### config.mk
export PLATFORM = sky130hd
export DESIGN_NAME = asyncMemCtrl
export DESIGN_NICKNAME = d
export VERILOG_FILES = /design/src/rtl/amcPkg.sv /design/src/rtl/amcCtrl.sv /design/src/rtl/amcDatapath.sv /design/src/rtl/asyncMemCtrl.sv
export SDC_FILE = /design/constraint.sdc
export NUM_CORES = 1
export LEC_CHECK = 0
export CORE_MARGIN = 2
export CORE_UTILIZATION = 59
export DETAILED_ROUTE_END_ITERATION = 12
export DONT_BUFFER_PORTS = 1
export PLACE_DENSITY = 0.75
export SLEW_MARGIN = 5
export SYNTH_ARGS = -nofsm -noshare
export SYNTH_HDL_FRONTEND = slang
export SYNTH_HIERARCHICAL = 1
export SYNTH_SLANG_ARGS = --single-unit
### constraint.sdc
create_clock -name clk -period 4.9 [get_ports clk]
set_clock_uncertainty 0.05 [all_clocks]
set_input_delay 0.98 -clock clk [delete_from_list [all_inputs] [get_ports clk]]
set_output_delay 0.98 -clock clk [all_outputs]
set_load 0.05 [all_outputs]
### src/rtl/amcPkg.sv
package amcPkg;
  localparam int CNT_W  = 4;
  localparam int DATA_W = 16;

  typedef struct packed {
    logic [CNT_W-1:0] turn;
    logic [CNT_W-1:0] strobeDly;
    logic [CNT_W-1:0] dataWait;
    logic [CNT_W-1:0] addrSetup;
  } timing_t;

  localparam int TIM_W = $bits(timing_t);

  typedef enum logic [2:0] {
    ST_IDLE, ST_SETUP, ST_DELAY, ST_DATA, ST_TURN
  } phase_e;

  typedef struct packed {
    logic load;
    logic capture;
    logic busActive;
    logic drive;
  } strobe_t;
endpackage

### src/rtl/amcCtrl.sv
module amcCtrl
  import amcPkg::*;
#(
  parameter int BANK_BITS = 2,
  localparam int NUM_BANKS = 1 << BANK_BITS
) (
  input  logic                       clk,
  input  logic                       rstN,
  input  logic                       reqValid,
  input  logic                       reqWrite,
  input  logic [BANK_BITS-1:0]       reqBank,
  input  logic [NUM_BANKS*TIM_W-1:0] cfgRd,
  input  logic [NUM_BANKS*TIM_W-1:0] cfgWr,
  output logic [NUM_BANKS-1:0]       csN,
  output logic                       oeN,
  output logic                       weN,
  output logic                       rspReady,
  output strobe_t                    strb
);
  timing_t rdSet [NUM_BANKS];
  timing_t wrSet [NUM_BANKS];
  timing_t selTim, timReg;
  phase_e state, stateNxt;
  logic [CNT_W-1:0] cnt, cntNxt;
  logic [BANK_BITS-1:0] bankReg;
  logic wrReg, accept, finish, busy, readyQ;

  for (genvar i = 0; i < NUM_BANKS; i++) begin : g_unpack
    assign rdSet[i] = cfgRd[i*TIM_W +: TIM_W];
    assign wrSet[i] = cfgWr[i*TIM_W +: TIM_W];
  end

  assign selTim = reqWrite ? wrSet[reqBank] : rdSet[reqBank];

  always_comb begin
    stateNxt = state;
    cntNxt   = cnt;
    accept   = 1'b0;
    finish   = 1'b0;
    unique case (state)
      ST_IDLE: if (reqValid) begin
        accept = 1'b1;
        if (selTim.addrSetup != '0) begin
          stateNxt = ST_SETUP; cntNxt = selTim.addrSetup - 1'b1;
        end else if (selTim.strobeDly != '0) begin
          stateNxt = ST_DELAY; cntNxt = selTim.strobeDly - 1'b1;
        end else begin
          stateNxt = ST_DATA;  cntNxt = selTim.dataWait;
        end
      end
      ST_SETUP: if (cnt != '0) cntNxt = cnt - 1'b1;
        else if (timReg.strobeDly != '0) begin
          stateNxt = ST_DELAY; cntNxt = timReg.strobeDly - 1'b1;
        end else begin
          stateNxt = ST_DATA;  cntNxt = timReg.dataWait;
        end
      ST_DELAY: if (cnt != '0) cntNxt = cnt - 1'b1;
        else begin
          stateNxt = ST_DATA; cntNxt = timReg.dataWait;
        end
      ST_DATA: if (cnt != '0) cntNxt = cnt - 1'b1;
        else begin
          finish = 1'b1;
          if (timReg.turn != '0) begin
            stateNxt = ST_TURN; cntNxt = timReg.turn - 1'b1;
          end else begin
            stateNxt = ST_IDLE;
          end
        end
      ST_TURN: if (cnt != '0) cntNxt = cnt - 1'b1;
        else stateNxt = ST_IDLE;
      default: stateNxt = ST_IDLE;
    endcase
  end

  always_ff @(posedge clk) begin
    if (!rstN) begin
      state   <= ST_IDLE;
      cnt     <= '0;
      timReg  <= '0;
      bankReg <= '0;
      wrReg   <= 1'b0;
      readyQ  <= 1'b0;
    end else begin
      state  <= stateNxt;
      cnt    <= cntNxt;
      readyQ <= finish;
      if (accept) begin
        timReg  <= selTim;
        bankReg <= reqBank;
        wrReg   <= reqWrite;
      end
    end
  end

  assign busy = (state == ST_SETUP) || (state == ST_DELAY) || (state == ST_DATA);

  for (genvar i = 0; i < NUM_BANKS; i++) begin : g_cs
    assign csN[i] = ~(busy && (bankReg == BANK_BITS'(i)));
  end

  assign oeN      = ~((state == ST_DATA) && !wrReg);
  assign weN      = ~((state == ST_DATA) && wrReg);
  assign rspReady = readyQ;

  assign strb.load      = accept;
  assign strb.capture   = finish && !wrReg;
  assign strb.busActive = busy;
  assign strb.drive     = (state == ST_DATA) && wrReg;


  cs_onehot_chk: assert property (@(posedge clk) disable iff (!rstN)
    $onehot0(~csN));

  strobe_excl_chk: assert property (@(posedge clk) disable iff (!rstN)
    !(!oeN && !weN));

  ready_pulse_chk: assert property (@(posedge clk) disable iff (!rstN)
    rspReady |=> !rspReady);

  ready_cs_idle_chk: assert property (@(posedge clk) disable iff (!rstN)
    rspReady |-> (&csN && oeN && weN));
endmodule

### src/rtl/amcDatapath.sv
module amcDatapath
  import amcPkg::*;
#(
  parameter int ADDR_W = 22,
  parameter int BANK_BITS = 2,
  localparam int NUM_BANKS = 1 << BANK_BITS,
  localparam int OFF_W = ADDR_W - BANK_BITS
) (
  input  logic               clk,
  input  logic               rstN,
  input  strobe_t            strb,
  input  logic [ADDR_W-1:0]  reqAddr,
  input  logic [DATA_W-1:0]  reqWdata,
  input  logic               reqHalf,
  input  logic [NUM_BANKS-1:0] cfgWide,
  input  logic [DATA_W-1:0]  memDataIn,
  output logic [OFF_W-1:0]   memAddr,
  output logic [1:0]         memByteN,
  output logic [DATA_W-1:0]  memDataOut,
  output logic               memDataOe,
  output logic [DATA_W-1:0]  rspData
);
  logic [ADDR_W-1:0] addrQ;
  logic [DATA_W-1:0] wdataQ, rdQ, rdSel;
  logic halfQ, wide, fullWord;
  logic [OFF_W-1:0] off;
  logic [1:0] lanes;

  always_ff @(posedge clk) begin
    if (!rstN) begin
      addrQ  <= '0;
      wdataQ <= '0;
      halfQ  <= 1'b0;
      rdQ    <= '0;
    end else begin
      if (strb.load) begin
        addrQ  <= reqAddr;
        wdataQ <= reqWdata;
        halfQ  <= reqHalf;
      end
      if (strb.capture) rdQ <= rdSel;
    end
  end

  assign wide     = cfgWide[addrQ[ADDR_W-1 -: BANK_BITS]];
  assign off      = addrQ[OFF_W-1:0];
  assign fullWord = wide && halfQ;

  assign memAddr = wide ? {1'b0, off[OFF_W-1:1]} : off;

  always_comb begin
    if (!wide)         lanes = 2'b10;
    else if (halfQ)    lanes = 2'b00;
    else if (off[0])   lanes = 2'b01;
    else               lanes = 2'b10;
  end

  always_comb begin
    if (fullWord)            rdSel = memDataIn;
    else if (wide && off[0]) rdSel = {8'h00, memDataIn[15:8]};
    else                     rdSel = {8'h00, memDataIn[7:0]};
  end

  assign memByteN   = strb.busActive ? lanes : 2'b11;
  assign memDataOut = fullWord ? wdataQ : {wdataQ[7:0], wdataQ[7:0]};
  assign memDataOe  = strb.drive;
  assign rspData    = rdQ;
endmodule

### src/rtl/asyncMemCtrl.sv
module asyncMemCtrl
  import amcPkg::*;
#(
  parameter int ADDR_W = 22,
  localparam int BANK_BITS = 2,
  localparam int NUM_BANKS = 1 << BANK_BITS,
  localparam int OFF_W = ADDR_W - BANK_BITS
) (
  input  logic                       clk,
  input  logic                       rstN,
  input  logic                       reqValid,
  input  logic                       reqWrite,
  input  logic                       reqHalf,
  input  logic [ADDR_W-1:0]          reqAddr,
  input  logic [DATA_W-1:0]          reqWdata,
  output logic                       rspReady,
  output logic [DATA_W-1:0]          rspData,
  input  logic [NUM_BANKS*TIM_W-1:0] cfgRdTiming,
  input  logic [NUM_BANKS*TIM_W-1:0] cfgWrTiming,
  input  logic [NUM_BANKS-1:0]       cfgWide,
  output logic [NUM_BANKS-1:0]       memCsN,
  output logic                       memOeN,
  output logic                       memWeN,
  output logic [OFF_W-1:0]           memAddr,
  output logic [1:0]                 memByteN,
  output logic [DATA_W-1:0]          memDataOut,
  output logic                       memDataOe,
  input  logic [DATA_W-1:0]          memDataIn
);
  strobe_t strb;

  amcCtrl #(.BANK_BITS(BANK_BITS)) i_ctrl (
    .clk(clk), .rstN(rstN), .reqValid(reqValid), .reqWrite(reqWrite),
    .reqBank(reqAddr[ADDR_W-1 -: BANK_BITS]),
    .cfgRd(cfgRdTiming), .cfgWr(cfgWrTiming),
    .csN(memCsN), .oeN(memOeN), .weN(memWeN),
    .rspReady(rspReady), .strb(strb)
  );

  amcDatapath #(.ADDR_W(ADDR_W), .BANK_BITS(BANK_BITS)) i_dp (
    .clk(clk), .rstN(rstN), .strb(strb), .reqAddr(reqAddr),
    .reqWdata(reqWdata), .reqHalf(reqHalf), .cfgWide(cfgWide),
    .memDataIn(memDataIn), .memAddr(memAddr), .memByteN(memByteN),
    .memDataOut(memDataOut), .memDataOe(memDataOe), .rspData(rspData)
  );


  drive_we_chk: assert property (@(posedge clk) disable iff (!rstN)
    memDataOe |-> !memWeN);

  addr_stable_chk: assert property (@(posedge clk) disable iff (!rstN)
    ((!memOeN || !memWeN) && $past(!memOeN || !memWeN)) |-> $stable(memAddr));

  lanes_idle_chk: assert property (@(posedge clk) disable iff (!rstN)
    (&memCsN) |-> (memByteN == 2'b11));
endmodule

# --- After elaboration in Yosys (flattened, before gate mapping) ---
# Cells that the tools add are included.
classes:
  n_addsub: 5
  muxes: 41
  n_bitwise: 7
  magnitude_cmp: 2
  n_reduce_logical: 22
  n_eq_ne: 14
ops:
  columns: ["operator", "n"]
  rows:
  - ["$mux W16", 7]
  - ["$bmux W16 S2", 2]
  - ["$mux W4", 9]
  - ["$mux W3", 7]
  - ["$mux W20", 1]
  - ["$pmux W4 S5", 1]
  - ["$reduce_bool A4 Y1", 5]
  - ["$sub A4 B1 Y4 const B", 5]
  - ["$pmux W3 S5", 1]
  - ["$ne A2 B2 Y1 const B", 5]
  - ["$logic_and A1 B1 Y1", 9]
  - ["$mux W2", 4]
  - ["$mux W8", 1]
  - ["$mux W1", 7]
  - ["$eq A3 B2 Y1 const B", 2]
  - ["$not A1 Y1", 6]
  - ["$reduce_and A5 Y1", 1]
  - ["$reduce_bool A5 Y1", 1]
  - ["$eq A2 B2 Y1 const B", 2]
  - ["$reduce_and A4 Y1", 1]
  - ["$eq A3 B1 Y1 const B", 1]
  - ["$eq A3 B3 Y1 const B", 1]
  - ["$ge A3 B3 Y1 const B", 1]
  - ["$logic_not A3 Y1", 1]
  - ["other kinds (9)", 10]
word_totals:
  wordCells: 103
  out_inout_bits: 62
  regBits: 78

# --- Longest topological paths before layout ---
depth:
  word_depth: 10
  ltp_mapped: 12
  mapped_depth_nobuf: 8

# --- Cells and area by module ---
# The synthesis kept the hierarchy.
modules_own_cells:
  columns: ["mod", "n_inst", "cells_each", "area_each_um2", "seq_area_each_um2"]
  rows:
  - ["amcDatapath", 1, 265, 2708.8, 1101.1]
  - ["amcCtrl", 1, 277, 2547.4, 460.4]

# --- Least setup slack after synthesis ---
# OpenSTA, ideal clock, no wires.
synth_path:
  path_kind: "input to register"
  from: "input port reqAddr[21]"
  to: "register i_ctrl.cnt[1]"
  setup_time_ps: 79
  arrival_time_ps: 3385
  cell_stages: 9
  slack_ps: 1386
  path_buffers: 2
  cell_sequence: "buf_2 > buf_2 > mux4_2 > mux2i_1 > ha_1 > and3_1 > mux2i_1 > or4b_1 > o211ai_1"
synth_between:
  elab_chain_cells: 10
  elab_cells_between_ends: 16
  classes_between: "2 x add/sub; 11 x mux; 1 x bitwise; 2 x reduce/logical"
synth_lines:
  columns: ["item", "line", "rtl"]
  rows:
  - ["start: declaration", "asyncMemCtrl.sv:14", "input logic [ADDR_W-1:0] reqAddr,"]
  - ["$not A2 Y3 (not written as such) *", "amcCtrl.sv:33", "assign selTim = reqWrite ? wrSet[reqBank] : rdSet[reqBank];"]
  - ["$bmux W16 S2", "amcCtrl.sv:33", null]
  - ["$mux W16 (not written as such) (2 in a row)", "amcCtrl.sv:33", null]
  - ["$mux W16 *", "amcCtrl.sv:33", null]
  - ["$sub A4 B1 Y4 / $reduce_bool A4 Y1 (equally long branches)", "amcCtrl.sv:46, amcCtrl.sv:45", null]
  - ["$mux W4", "amcCtrl.sv:45", "end else if (selTim.strobeDly != '0) begin"]
  - ["$mux W4 *", "amcCtrl.sv:43", "if (selTim.addrSetup != '0) begin"]
  - ["$mux W4 *", "amcCtrl.sv:41", "ST_IDLE: if (reqValid) begin"]
  - ["$pmux W4 S5 *", "amcCtrl.sv:40", "unique case (state)"]
  - ["end signal: assignment", "amcCtrl.sv:86", "cnt <= cntNxt;"]
  - ["end: declaration", "amcCtrl.sv:24", "logic [CNT_W-1:0] cnt, cntNxt;"]
# Mark *: on every way between the ends. The rest lies on a longest branch, timed or not. The select of a mux whose other input is x is not followed.
# A chain may end at the register's enable or synchronous reset.

# --- Final worst setup path ---
layout_path:
  from: "input port cfgWide[3]"
  to: "output port memDataOut[13]"
layout_between:
  elab_chain_cells: 4
layout_lines:
  columns: ["item", "line", "rtl"]
  rows:
  - ["start: declaration", "asyncMemCtrl.sv:20", "input logic [NUM_BANKS-1:0] cfgWide,"]
  - ["$bmux W1 S2", "amcDatapath.sv:45", "assign wide = cfgWide[addrQ[ADDR_W-1 -: BANK_BITS]];"]
  - ["$mux W1 (not written as such)", "amcDatapath.sv:45", null]
  - ["$logic_and A1 B1 Y1", "amcDatapath.sv:47", "assign fullWord = wide && halfQ;"]
  - ["$mux W16", "amcDatapath.sv:65", "assign memDataOut = fullWord ? wdataQ : {wdataQ[7:0], wdataQ[7:0]};"]
  - ["end: declaration", "asyncMemCtrl.sv:26", "output logic [DATA_W-1:0] memDataOut,"]
# Every way passes these cells. The select of a mux whose other input is x is not followed.

==> metrics.md <==
| Metric | Value |
|---|---|
| Hold depth | `2` |
| Compound-cell area share of the yosys netlist | `13.1%` |
| Initial antenna violation count | `0` |
| Die H | `98.4 µm` |
| CP required | `3870 ps` |
| Yosys reg bits | `78` |
| Hold WC Path Type | `flop to flop` |
| Simple-gate share of the synthesized area | `16.2%` |
| CP Capture Type | `output pin` |
| Rel. slew slack | `30.2%` |
| Power share of the sequential group | `40.0%` |
| Final setup viols | `0` |
| Syn avg cell area | `9.70 µm²` |
| CTS Buffer Depth | `2` |
| Vias | `4,087` |
| Sequential share of the synthesized area | `29.7%` |
| Sink Count | `78` |
| Tot GR Track Use | `26.9%` |
| Xor/xnor cell area share of the yosys netlist | `0.500%` |
| Worst VDD drop | `0.140 mV` |
| Fmax | `269 MHz` |
| Post-synthesis to final-layout area growth | `1.64%` |
| R2R cell count | `7` |
| Hpwl dp | `10.2 mm` |
| Synthesized instance count | `542` |
| Congestion Overflow GR | `0` |
| CTS buffer count | `9` |
| Fraction of layout cells with a size suffix above 1 | `17.5%` |
| Starting DRT DRC Count | `196` |
| I/O pin total | `253` |
| Endpoint, Worst Hold | `i_ctrl/wrReg` |
| Final instance area | `5340 µm²` |
| Critical path class | `input port to output pin` |
| Clock power share | `23.9%` |
| Worst Tran Pin Value | `1040 ps` |
| CP arrival | `2680 ps` |
| Reg2Reg Setup Slack | `1520 ps` |
| # hold bufs at CTS | `0` |
| Net Sw Frac | `41.3%` |
| Vias in the first global route | `4,108` |
| Synth Flop Type | `dfxtp_1` |
| Worst setup margin | `1190 ps` |
| Setup TNS Final | `0 ps` |
| Largest family of logic cells by synthesized area | `multiplexers` |
| H-tree levels | `3` |
| Synth Cell Area | `5260 µm²` |
| Clk_lat worst skew | `360 ps` |
| PortBufs | `0` |
| CP max FO | `22` |
| WL/cell | `21.7 µm` |
| Largest net degree at the start of global routing | `69` |
| Via/cell ratio | `6.63` |
| Number of remaining DRC errors | `0` |
| First-pass GRT wire length | `21.0 mm` |
| Initial Util | `60.6%` |
| Run status | `complete, no violations` |
| Max_cap viols | `0` |
| Cell row count | `34` |
| Startpoint types | `input port` |
| Synthesis warning total | `6` |
| Logic pwr share | `36.1%` |
| Number of synthesized flops with an enable pin | `0` |
| RR Endpoint | `i_dp/rspData[2]` |
| HP Start | `i_ctrl/wrReg` |
| Cts repair resizes | `0` |
| Synth Net Count | `740` |
| Proportion of synthesized area in mux cells | `32.0%` |
| Layout Utilization | `61.6%` |
| N_diodes | `0` |
| Pre-Repair DR Iteration Count | `4` |
| Internal power | `1.19 mW` |
| Number of routed nets with antenna violations | `0` |
| Reg-to-Reg Start | `i_ctrl/state[1]` |
| Worst hold margin | `429 ps` |
| Final min period | `3710 ps` |
| Setup bufs post-CTS | `0` |
| Fillers | `717` |
| Post-place setup slack | `1180 ps` |
| Core ar. | `8680 µm²` |
| Fin crit share | `75.8%` |
| Final nets | `701` |
| Post-synth ARST share | `0%` |
| Post-synthesis adder-cell area fraction | `1.67%` |
| Worst setup path startpoint | `cfgWide[3]` |
| Final GP Congestion | `0.926` |
| RSZ-0062 raised after global routing | `no` |
| Pleak | `2.01 nW` |
| Pwr dens | `380 nW/µm²` |
| Synth unique cells | `56` |
| CTS tree | `built` |
| Die X | `98.4 µm` |
| Clock slew at reported path FFs | `90 ps` |
| Die area | `9680 µm²` |
| Routed wire length | `13.4 mm` |
| Hold Violations, Final | `0` |
| Final Slew Violations | `0` |
| Psw | `837 µW` |
| Area after DPL | `5140 µm²` |
| Root Buffer | `clkbuf_8` |
worst max path at each step:
stage / slack [ps] / cells after the start / to
final: 1190 / 3 / memDataOut[13]
after global routing: 1120 / 3 / memDataOut[13]
after CTS: 1180 / 3 / memDataOut[13]
after detailed placement: 1180 / 3 / memDataOut[13]
after global placement: 1250 / 3 / memDataOut[13]
after floorplan: 1390 / 9 / i_ctrl/cnt[1]
worst max-delay path, cell delays in order:
cell and delay (ps):
mux4_2 710, nand2_2 400, mux2_1 590
layout make-up:
cell class / count / area (µm²) / share of cell area, %
Multi-Input combinational cell: 387 / 3340 / 62.5
Sequential cell: 78 / 1560 / 29.2
Tap cell: 108 / 135 / 2.53
Clock buffer: 9 / 124 / 2.32
Inverter: 25 / 93.8 / 1.76
Clock inverter: 7 / 73.8 / 1.38
Timing Repair Buffer: 2 / 15.0 / 0.281
power by group through the flow:
stage / registers, mW / logic (mW) / clock network [mW]
3_3_place_gp: 0.822 / 0.710 / 0
2_1_floorplan: 0.770 / 0.707 / 0
3_5_place_dp: 0.825 / 0.728 / 0
4_1_cts: 0.811 / 0.731 / 0.495
6_report: 0.812 / 0.731 / 0.485
5_1_grt: 0.824 / 0.792 / 0.525
logic make-up (layout without fill, tap and decap cells):
kind of cell               count (synthesis)  after routing
AOI/OAI and AO/OA                         99             99
DFF                                       78             78
and+or+nand+nor                          153            153
adders and majority gates                  7              7
xor gates and xnor gates                   3              3
muxes                                    125            125
buffers and inverters                     77             43
flip-flops by register name (all words and copies together) (netlist names):
name / flops
i_ctrl/rspReady: 1
i_ctrl/cnt: 4
i_dp/halfQ: 1
i_dp/wdataQ: 16
i_dp/rspData: 16
i_dp/addrQ: 22
i_ctrl/state: 3
i_ctrl/timReg: 12
i_ctrl/bankReg: 2
i_ctrl/wrReg: 1
cell usage in the layout (no fill, tap or decap), types with 3 or more instances in the layout:
cell        n
a221oi_1    9
a31oi_1     5
a2111oi_0   4
nor2_1     27
nand2_1    18
a21oi_1    10
a211oi_1   13
nand3b_1   10
nor3_1      8
nor3b_1     3
nor2b_1    41
ha_1        7
o211ai_1    3
inv_6       4
xnor2_1     3
mux2i_1    61
dfxtp_1    78
or3_1       3
nand2b_1   10
a311oi_1   10
mux4_2     31
mux2_2     31
inv_1      24
clkbuf_8    9
and3_1      3
nand3_1    15
o21ai_0    26
a22oi_1     3
metrics by stage:
stage	instances	power [mW]
detailed placement	600	1.55
finish	616	2.03
floorplan	542	1.48
global route	616	2.14
global placement	600	1.53
CTS	616	2.04
cell usage after synthesis, drive strengths merged, types with 15 or more instances:
| cell type | instances | area share (%) |
|---|---|---|
| nor2b | 41 | 4.9 |
| o21ai | 26 | 2.5 |
| mux2 | 33 | 7.1 |
| clkbuf | 22 | 1.6 |
| mux2i | 61 | 12 |
| buf | 30 | 3.5 |
| dfxtp | 78 | 30 |
| nand2 | 19 | 1.4 |
| mux4 | 31 | 13 |
| nand3 | 15 | 1.4 |
| nor2 | 28 | 2.0 |
| inv | 25 | 1.8 |
layer usage:
metal | GRT usage (%) | part of all wire (%) | up-vias
met3 | 6.51 | 8.5 | 20
met1 | 31.7 | 38 | 1945
li1 | - | - | 1929
met5 | 0 | 0 | -
met4 | 9.17 | 1.9 | 0
met2 | 47.9 | 52 | 193
(Power assumes the default switching activity.)
